## config.mk

```make
export PLATFORM = sky130hd
export DESIGN_NAME = phy_led_sel
export DESIGN_NICKNAME = d
export VERILOG_FILES = /design/src/rtl/phy_led_pkg.sv /design/src/rtl/phy_led_cfg_reg.sv /design/src/rtl/phy_led_act_stretch.sv /design/src/rtl/phy_led_channel.sv /design/src/rtl/phy_led_sel.sv
export SDC_FILE = /design/constraint.sdc
export NUM_CORES = 1
export LEC_CHECK = 0
export CELL_PAD_IN_SITES_DETAIL_PLACEMENT = 1
export CELL_PAD_IN_SITES_GLOBAL_PLACEMENT = 1
export CORE_ASPECT_RATIO = 0.9
export CORE_MARGIN = 8
export CORE_UTILIZATION = 30
export CTS_CLUSTER_SIZE = 10
export DETAILED_ROUTE_END_ITERATION = 10
export PLACE_DENSITY_LB_ADDON = 0.1
export SKIP_CTS_REPAIR_TIMING = 1
export SLEW_MARGIN = 10
export SYNTH_ARGS = -nofsm -noshare
export SYNTH_HDL_FRONTEND = slang
export SYNTH_SLANG_ARGS = --single-unit
```

## constraint.sdc

```tcl
create_clock -name clk -period 1.79 [get_ports clk]
set_input_delay 0.358 -clock clk [delete_from_list [all_inputs] [get_ports clk]]
set_output_delay 0.358 -clock clk [all_outputs]
set_load 0.02 [all_outputs]
```

## src/rtl/phy_led_pkg.sv

```systemverilog
package phy_led_pkg;

    localparam int unsigned CODE_W = 4;

    localparam logic [CODE_W-1:0] CODE_LINK       = 4'h0;
    localparam logic [CODE_W-1:0] CODE_ACT        = 4'h1;
    localparam logic [CODE_W-1:0] CODE_SPD100     = 4'h5;
    localparam logic [CODE_W-1:0] CODE_SPD10      = 4'h6;
    localparam logic [CODE_W-1:0] CODE_FDX        = 4'h7;
    localparam logic [CODE_W-1:0] CODE_LINK_BLINK = 4'h8;

    typedef struct packed {
        logic link;
        logic act;
        logic spd100;
        logic spd10;
        logic fdx;
    } led_stat_t;

    typedef enum logic {
        ST_IDLE,
        ST_HOLD
    } str_state_e;

    typedef enum logic [1:0] {
        BL_DARK,
        BL_STEADY,
        BL_FLASH_ON,
        BL_FLASH_OFF
    } blink_state_e;

endpackage

```

## src/rtl/phy_led_cfg_reg.sv

```systemverilog
module phy_led_cfg_reg #(
    parameter int unsigned DATA_W = 16,
    parameter int unsigned SEL_W  = 4,
    parameter int unsigned N_LED  = 2,
    parameter logic [SEL_W*N_LED-1:0] RST_VAL = '0
) (
    input  logic                       clk,
    input  logic                       rst_n,
    input  logic                       we,
    input  logic [DATA_W-1:0]          wdata,
    output logic [DATA_W-1:0]          rdata,
    output logic [N_LED-1:0][SEL_W-1:0] sel
);

    localparam int unsigned CFG_W = SEL_W * N_LED;

    logic [CFG_W-1:0] cfg_q;
    logic             unused_wr_hi;

    always_ff @(posedge clk or negedge rst_n) begin
        if (!rst_n) begin
            cfg_q <= RST_VAL;
        end else if (we) begin
            cfg_q <= wdata[CFG_W-1:0];
        end
    end

    assign unused_wr_hi = ^wdata[DATA_W-1:CFG_W];
    assign rdata        = {{(DATA_W-CFG_W){1'b0}}, cfg_q};

    for (genvar g = 0; g < N_LED; g++) begin : g_sel
        assign sel[g] = cfg_q[g*SEL_W +: SEL_W];
    end

    AST_WR_STORES: assert property (@(posedge clk) disable iff (!rst_n)
        we |=> (rdata[CFG_W-1:0] == $past(wdata[CFG_W-1:0])));
    AST_WORD_HOLDS: assert property (@(posedge clk) disable iff (!rst_n)
        !we |=> $stable(rdata));

endmodule

```

## src/rtl/phy_led_act_stretch.sv

```systemverilog
module phy_led_act_stretch
    import phy_led_pkg::*;
#(
    parameter int unsigned STRETCH_CYC = 4096
) (
    input  logic clk,
    input  logic rst_n,
    input  logic act_in,
    output logic act_vis
);

    localparam int unsigned CNT_W = (STRETCH_CYC > 2) ? $clog2(STRETCH_CYC) : 1;
    localparam logic [CNT_W-1:0] RELOAD = CNT_W'(STRETCH_CYC - 1);

    str_state_e       state_q, state_d;
    logic [CNT_W-1:0] cnt_q, cnt_d;

    always_ff @(posedge clk or negedge rst_n) begin
        if (!rst_n) begin
            state_q <= ST_IDLE;
            cnt_q   <= '0;
        end else begin
            state_q <= state_d;
            cnt_q   <= cnt_d;
        end
    end

    always_comb begin
        state_d = state_q;
        cnt_d   = cnt_q;
        unique case (state_q)
            ST_IDLE: begin
                if (act_in) begin
                    state_d = ST_HOLD;
                    cnt_d   = RELOAD;
                end
            end
            ST_HOLD: begin
                if (act_in) begin
                    cnt_d = RELOAD;
                end else if (cnt_q == CNT_W'(1)) begin
                    state_d = ST_IDLE;
                    cnt_d   = '0;
                end else begin
                    cnt_d = cnt_q - CNT_W'(1);
                end
            end
            default: begin
                state_d = ST_IDLE;
                cnt_d   = '0;
            end
        endcase
    end

    always_comb begin
        act_vis = act_in || (state_q == ST_HOLD);
    end

    AST_STRETCH_CARRY: assert property (@(posedge clk) disable iff (!rst_n)
        act_in |=> act_vis);
    AST_HOLD_NONZERO: assert property (@(posedge clk) disable iff (!rst_n)
        (state_q == ST_HOLD) |-> (cnt_q != '0));

endmodule

```

## src/rtl/phy_led_channel.sv

```systemverilog
module phy_led_channel
    import phy_led_pkg::*;
#(
    parameter int unsigned SEL_W      = 4,
    parameter int unsigned BLINK_HALF = 1024
) (
    input  logic             clk,
    input  logic             rst_n,
    input  logic [SEL_W-1:0] sel,
    input  led_stat_t        stat,
    output logic             led
);

    localparam int unsigned HC_W = $clog2(BLINK_HALF + 1);
    localparam logic [HC_W-1:0] HC_LAST = HC_W'(BLINK_HALF - 1);

    blink_state_e    bl_q, bl_d;
    logic [HC_W-1:0] hcnt_q, hcnt_d;
    logic            tick;
    logic            flashing;
    logic            led_d;
    logic            rsvd_code;

    assign tick     = (hcnt_q == HC_LAST);
    assign flashing = (bl_q == BL_FLASH_ON) || (bl_q == BL_FLASH_OFF);

    always_ff @(posedge clk or negedge rst_n) begin
        if (!rst_n) begin
            bl_q   <= BL_DARK;
            hcnt_q <= '0;
        end else begin
            bl_q   <= bl_d;
            hcnt_q <= hcnt_d;
        end
    end

    always_comb begin
        bl_d = bl_q;
        if ((sel != SEL_W'(CODE_LINK_BLINK)) || !stat.link) begin
            bl_d = BL_DARK;
        end else if (!stat.act) begin
            bl_d = BL_STEADY;
        end else begin
            unique case (bl_q)
                BL_DARK:      bl_d = BL_FLASH_ON;
                BL_STEADY:    bl_d = BL_FLASH_OFF;
                BL_FLASH_ON:  bl_d = tick ? BL_FLASH_OFF : BL_FLASH_ON;
                BL_FLASH_OFF: bl_d = tick ? BL_FLASH_ON : BL_FLASH_OFF;
                default:      bl_d = BL_DARK;
            endcase
        end
    end

    always_comb begin
        if (bl_d != bl_q) begin
            hcnt_d = '0;
        end else if (flashing) begin
            hcnt_d = hcnt_q + HC_W'(1);
        end else begin
            hcnt_d = '0;
        end
    end

    always_comb begin
        case (sel)
            SEL_W'(CODE_LINK):       led_d = stat.link;
            SEL_W'(CODE_ACT):        led_d = stat.act;
            SEL_W'(CODE_SPD100):     led_d = stat.spd100;
            SEL_W'(CODE_SPD10):      led_d = stat.spd10;
            SEL_W'(CODE_FDX):        led_d = stat.fdx;
            SEL_W'(CODE_LINK_BLINK): led_d = (bl_d == BL_STEADY) || (bl_d == BL_FLASH_ON);
            default:                 led_d = 1'b0;
        endcase
    end

    always_ff @(posedge clk or negedge rst_n) begin
        if (!rst_n) begin
            led <= 1'b0;
        end else begin
            led <= led_d;
        end
    end

    assign rsvd_code = ((sel >= SEL_W'(2)) && (sel <= SEL_W'(4))) || (sel > SEL_W'(8));

    AST_RSVD_DARK: assert property (@(posedge clk) disable iff (!rst_n)
        rsvd_code |=> !led);
    AST_LINK_MIRROR: assert property (@(posedge clk) disable iff (!rst_n)
        (sel == SEL_W'(0)) |=> (led == $past(stat.link)));
    AST_LB_DARK: assert property (@(posedge clk) disable iff (!rst_n)
        ((sel == SEL_W'(8)) && !stat.link) |=> !led);
    AST_LB_STEADY: assert property (@(posedge clk) disable iff (!rst_n)
        ((sel == SEL_W'(8)) && stat.link && !stat.act) |=> led);
    AST_FLASH_PHASE: assert property (@(posedge clk) disable iff (!rst_n)
        ((sel == SEL_W'(8)) && stat.link && stat.act && flashing && !tick) |=> $stable(led));

endmodule

```

## src/rtl/phy_led_sel.sv

```systemverilog
module phy_led_sel
    import phy_led_pkg::*;
#(
    parameter int unsigned STRETCH_CYC = 4096,
    parameter int unsigned BLINK_HALF  = 1024
) (
    input  logic        clk,
    input  logic        rst_n,
    input  logic        reg_we,
    input  logic [15:0] reg_wdata,
    output logic [15:0] reg_rdata,
    input  logic        link_up,
    input  logic        rx_activity,
    input  logic        tx_activity,
    input  logic        speed_100,
    input  logic        speed_10,
    input  logic        full_duplex,
    output logic [1:0]  led_out
);

    localparam int unsigned N_LED  = 2;
    localparam int unsigned DATA_W = 16;
    localparam int unsigned SEL_W  = CODE_W;
    localparam logic [SEL_W*N_LED-1:0] CFG_RST = {CODE_ACT, CODE_LINK};

    logic [N_LED-1:0][SEL_W-1:0] sel;
    logic                        act_vis;
    led_stat_t                   stat;

    phy_led_cfg_reg #(
        .DATA_W (DATA_W),
        .SEL_W  (SEL_W),
        .N_LED  (N_LED),
        .RST_VAL(CFG_RST)
    ) u_cfg (
        .clk  (clk),
        .rst_n(rst_n),
        .we   (reg_we),
        .wdata(reg_wdata),
        .rdata(reg_rdata),
        .sel  (sel)
    );

    phy_led_act_stretch #(
        .STRETCH_CYC(STRETCH_CYC)
    ) u_stretch (
        .clk    (clk),
        .rst_n  (rst_n),
        .act_in (rx_activity || tx_activity),
        .act_vis(act_vis)
    );

    always_comb begin
        stat.link   = link_up;
        stat.act    = act_vis;
        stat.spd100 = speed_100;
        stat.spd10  = speed_10;
        stat.fdx    = full_duplex;
    end

    for (genvar g = 0; g < N_LED; g++) begin : g_led
        phy_led_channel #(
            .SEL_W     (SEL_W),
            .BLINK_HALF(BLINK_HALF)
        ) u_ch (
            .clk  (clk),
            .rst_n(rst_n),
            .sel  (sel[g]),
            .stat (stat),
            .led  (led_out[g])
        );
    end

    AST_RSVD_READ_ZERO: assert property (@(posedge clk) disable iff (!rst_n)
        reg_we |=> (reg_rdata[15:8] == 8'h00));

endmodule

```

==> impl_metrics.env <==
export IMPL_cellPowerDensity_nw_per_um2=664
export IMPL_synth_top_family_by_area="simple AND/OR/NAND/NOR gates"
export IMPL_antenna_cells=0
export IMPL_synth_simple_area_share=0.202
export IMPL_drive_gt1_frac=0.238
export IMPL_max_stage_delay_ps=540
export IMPL_pwr_share_comb=0.125
export IMPL_mapped_cells=244
export IMPL_grt_pass1_vias=2050
export IMPL_syn_area_per_cell_um2=10.0
export IMPL_hold_path_class="in -> async"
export IMPL_dpl_cell_count=390
export IMPL_yosys_top_cells_area="sky130_fd_sc_hd__dfrtp_1, sky130_fd_sc_hd__xnor2_1, sky130_fd_sc_hd__nor2_1"
export IMPL_synth_mux_area_fraction=0.0502
export IMPL_post_layout_nonfiller_instances=401
export IMPL_totalPowerFinal_mw=2.13
export IMPL_drv_slew=0
export IMPL_initial_utilization=0.306
export IMPL_timing_final_ws_setup_ps=-167
export IMPL_placed_cell_area_um2=2980
export IMPL_die_area_um2=11300
export IMPL_vias_per_cell=4.80
export IMPL_cp_max_fo=5
export IMPL_final_setup_skew_ps=10.2
export IMPL_dp_worst_setup_slack_ps=-186
export IMPL_power_leakage_nw=1.28
export IMPL_worst_endpoint_required_ps=2020
export IMPL_max_cap_viols=0
export IMPL_final_period_minus_worst_setup_slack_ps=1960
export IMPL_placeableCoreArea_um2=7990
export IMPL_final_net_count=330
export IMPL_clock_tree_root_cell="sky130_fd_sc_hd__clkbuf_8"
export IMPL_worst_setup_path_start_kind="register"
export IMPL_worstReg2RegStart="u_stretch.cnt_q[7]$_DFFE_PN0P_"
export IMPL_clock_latency_on_the_worst_skew_pair_ps=300
export IMPL_netSwitchingFraction=0.255
export IMPL_grt_util_all_layers=0.106
export IMPL_cts_clk_slew_worst_paths_ps=100
export IMPL_drt_first_pass_iters=3
export IMPL_number_of_clock_sinks=49
export IMPL_maximum_operating_frequency_mhz=511
export IMPL_fillCellCount=911
export IMPL_yosys_warnings=0
export IMPL_numCtsBuffers=5
export IMPL_internal_power_mw=1.58
export IMPL_die_w_um=111
export IMPL_syn_to_final_growth_pct=31.1
export IMPL_failed_checks="setup timing"
export IMPL_final_setup_viol_count=9
export IMPL_vias=1924
export IMPL_mappedNetlistArea_um2=2440
export IMPL_detailed_place_hpwl_um=4230
export IMPL_grt_antenna_before_repair=0
export IMPL_ctsHtreeMaxLevel=2
export IMPL_gp_congestion=0.707
export IMPL_rows=31
export IMPL_synth_adder_area_share=0.0205
export IMPL_synth_cells_most_frequent="sky130_fd_sc_hd__dfrtp_1, sky130_fd_sc_hd__nor2_1, sky130_fd_sc_hd__nand2_1"
export IMPL_sum_of_overflow_across_all_layers_after_global_routing=0
export IMPL_ctsLongestPathBuffers=2
export IMPL_share_seq_of_total_power=0.547
export IMPL_status="finished with violations"
export IMPL_synthesized_area_fraction_occupied_by_ao_oa_aoi_and_oai_cells=0.0998
export IMPL_timing_critical_path_from="u_stretch.cnt_q[7]$_DFFE_PN0P_"
export IMPL_yosysSeqAreaShare=0.502
export IMPL_synth_most_common_cell="sky130_fd_sc_hd__dfrtp_1"
export IMPL_routed_wire_length_per_instance_um=14.3
export IMPL_synth_top_cell_area_share=0.491
export IMPL_violation_count_after_the_first_detailed_routing_iteration=71
export IMPL_synth_enable_flop_cells=0
export IMPL_synth_lib_cells_used_distinct=49
export IMPL_postSynthRegisterBits=49
export IMPL_worstSetupPathType="reg -> reg"
export IMPL_final_min_period_over_clock_period=1.09
export IMPL_crit_chain="or4_4, or3_4, or4b_1, nand3_1"
export IMPL_switching_power_uw=543
export IMPL_synthXorXnorAreaFrac=0.0609
export IMPL_design_portCount=43
export IMPL_power_ir_vdd_worst_v=0.000307
export IMPL_rsz_0062_raised_after_global_routing="yes"
export IMPL_synth_flop_cell="sky130_fd_sc_hd__dfrtp_1"
export IMPL_final_antenna_net_count=0
export IMPL_worst_endpoint_arrival_ps=2190
export IMPL_async_flop_share=1.00
export IMPL_critical_path_endpoint_type="register"
export IMPL_worst_path_max_delay_cell="sky130_fd_sc_hd__or4_4"
export IMPL_clock_power_share=0.328
export IMPL_global_route_wire_length_before_repair_um=9960
export IMPL_routed_wirelength_um=5720
export IMPL_finish_instance_area_um2=3200
export IMPL_grt_max_degree=50
export IMPL_chipHeight_um=102
export IMPL_setup_total_negative_slack_ps=-909
export IMPL_hold_viol=0
export IMPL_port_buffers=26
export IMPL_post_route_drc_count=0
export IMPL_tritoncts="built"
export IMPL_synth_largest_area_cell="sky130_fd_sc_hd__dfrtp_1"
==> through the flow <==
stage / util / hold slack [ps]
after floorplan: - / 62.4
after CTS: 0.385 / 30.9
after detailed placement: 0.373 / 375
final: 0.401 / 28.4
after global placement: 0.373 / 373
after global routing: 0.401 / 35.1
==> final cells by class <==
cell class | count | area, um2 | area share
Clock buffer | 6 | 82.6 | 0.0258
Sequential cell | 49 | 1230 | 0.383
Timing Repair Buffer | 60 | 539 | 0.168
Tap cell | 99 | 124 | 0.0387
Clock inverter | 2 | 13.8 | 0.00430
Multi-Input combinational cell | 174 | 1180 | 0.367
Inverter | 11 | 41.3 | 0.0129
==> layer usage <==
layer | track usage | share of wire
met5 | 0 | 0
met1 | 0.132 | 0.47
met3 | 0.0266 | 0.032
met2 | 0.181 | 0.49
met4 | 0.0246 | 0.0070
==> sequential cells by signal (all words and copies together), names as in the netlist <==
name	cells
g_led.u_ch.hcnt_q	22
g_led.u_ch.bl_q	4
u_stretch.cnt_q	12
u_cfg.sel	8
g_led.u_ch.led	2
u_stretch.state_q	1
==> kinds of logic (layout without fill, tap and decap cells) <==
kind of cell / after synthesis / count (layout)
XOR/XNOR: 17 / 17
adder cells (fa/ha/maj): 4 / 4
flip-flops: 49 / 49
AND/OR/NAND/NOR: 98 / 98
multiplexers: 11 / 11
other: 1 / 8
AO/OA/AOI/OAI: 36 / 36
buffers and inverters: 28 / 79
==> worst max-delay path: cells and delay by family, from the launching register on <==
family | cells | cell delay [ps]
simple gates | 4 | 1500
flops | 1 | 390
==> final timing paths <==
| path | endpoint | slack [ps] | depth (start not counted) |
|---|---|---|---|
| hold / removal | g_led[1].u_ch.hcnt_q[2]$_DFF_PN0_ | 30 | 2 |
| setup / recovery | u_stretch.cnt_q[10]$_DFFE_PN0P_ | -170 | 4 |
| min in group clk | g_led[1].u_ch.hcnt_q[0]$_DFF_PN0_ | 500 | 1 |
| max in group asynchronous | u_cfg.sel[4]$_DFFE_PN1P_ | 1490 | 2 |
| setup reg to reg | u_stretch.cnt_q[10]$_DFFE_PN0P_ | -170 | 4 |
| hold reg to reg | g_led[1].u_ch.hcnt_q[0]$_DFF_PN0_ | 500 | 1 |
==> placed cells by master, fill, tap and decap left out, types with 3 or more instances in the layout <==
master / n
sky130_fd_sc_hd__a21oi_1: 5
sky130_fd_sc_hd__buf_4: 32
sky130_fd_sc_hd__clkbuf_8: 6
sky130_fd_sc_hd__clkdlybuf4s50_1: 20
sky130_fd_sc_hd__conb_1: 8
sky130_fd_sc_hd__dfrtp_1: 48
sky130_fd_sc_hd__dlymetal6s2s_1: 5
sky130_fd_sc_hd__ha_1: 4
sky130_fd_sc_hd__inv_1: 11
sky130_fd_sc_hd__mux2_2: 10
sky130_fd_sc_hd__nand2_1: 17
sky130_fd_sc_hd__nand3_1: 11
sky130_fd_sc_hd__nand4_1: 4
sky130_fd_sc_hd__nor2_1: 30
sky130_fd_sc_hd__nor3_1: 10
sky130_fd_sc_hd__o211ai_1: 4
sky130_fd_sc_hd__o21ai_0: 8
sky130_fd_sc_hd__xnor2_1: 14
sky130_fd_sc_hd__xor2_1: 3
==> power groups by stage <==
stage	Sequential, mW	Clock, mW	Combinational, mW
2_1_floorplan	1.21	0	0.115
3_3_place_gp	1.19	0	0.270
3_5_place_dp	1.19	0	0.273
4_1_cts	1.17	0.748	0.274
5_1_grt	1.17	0.791	0.291
6_report	1.16	0.698	0.266
(Power assumes the default switching activity.)
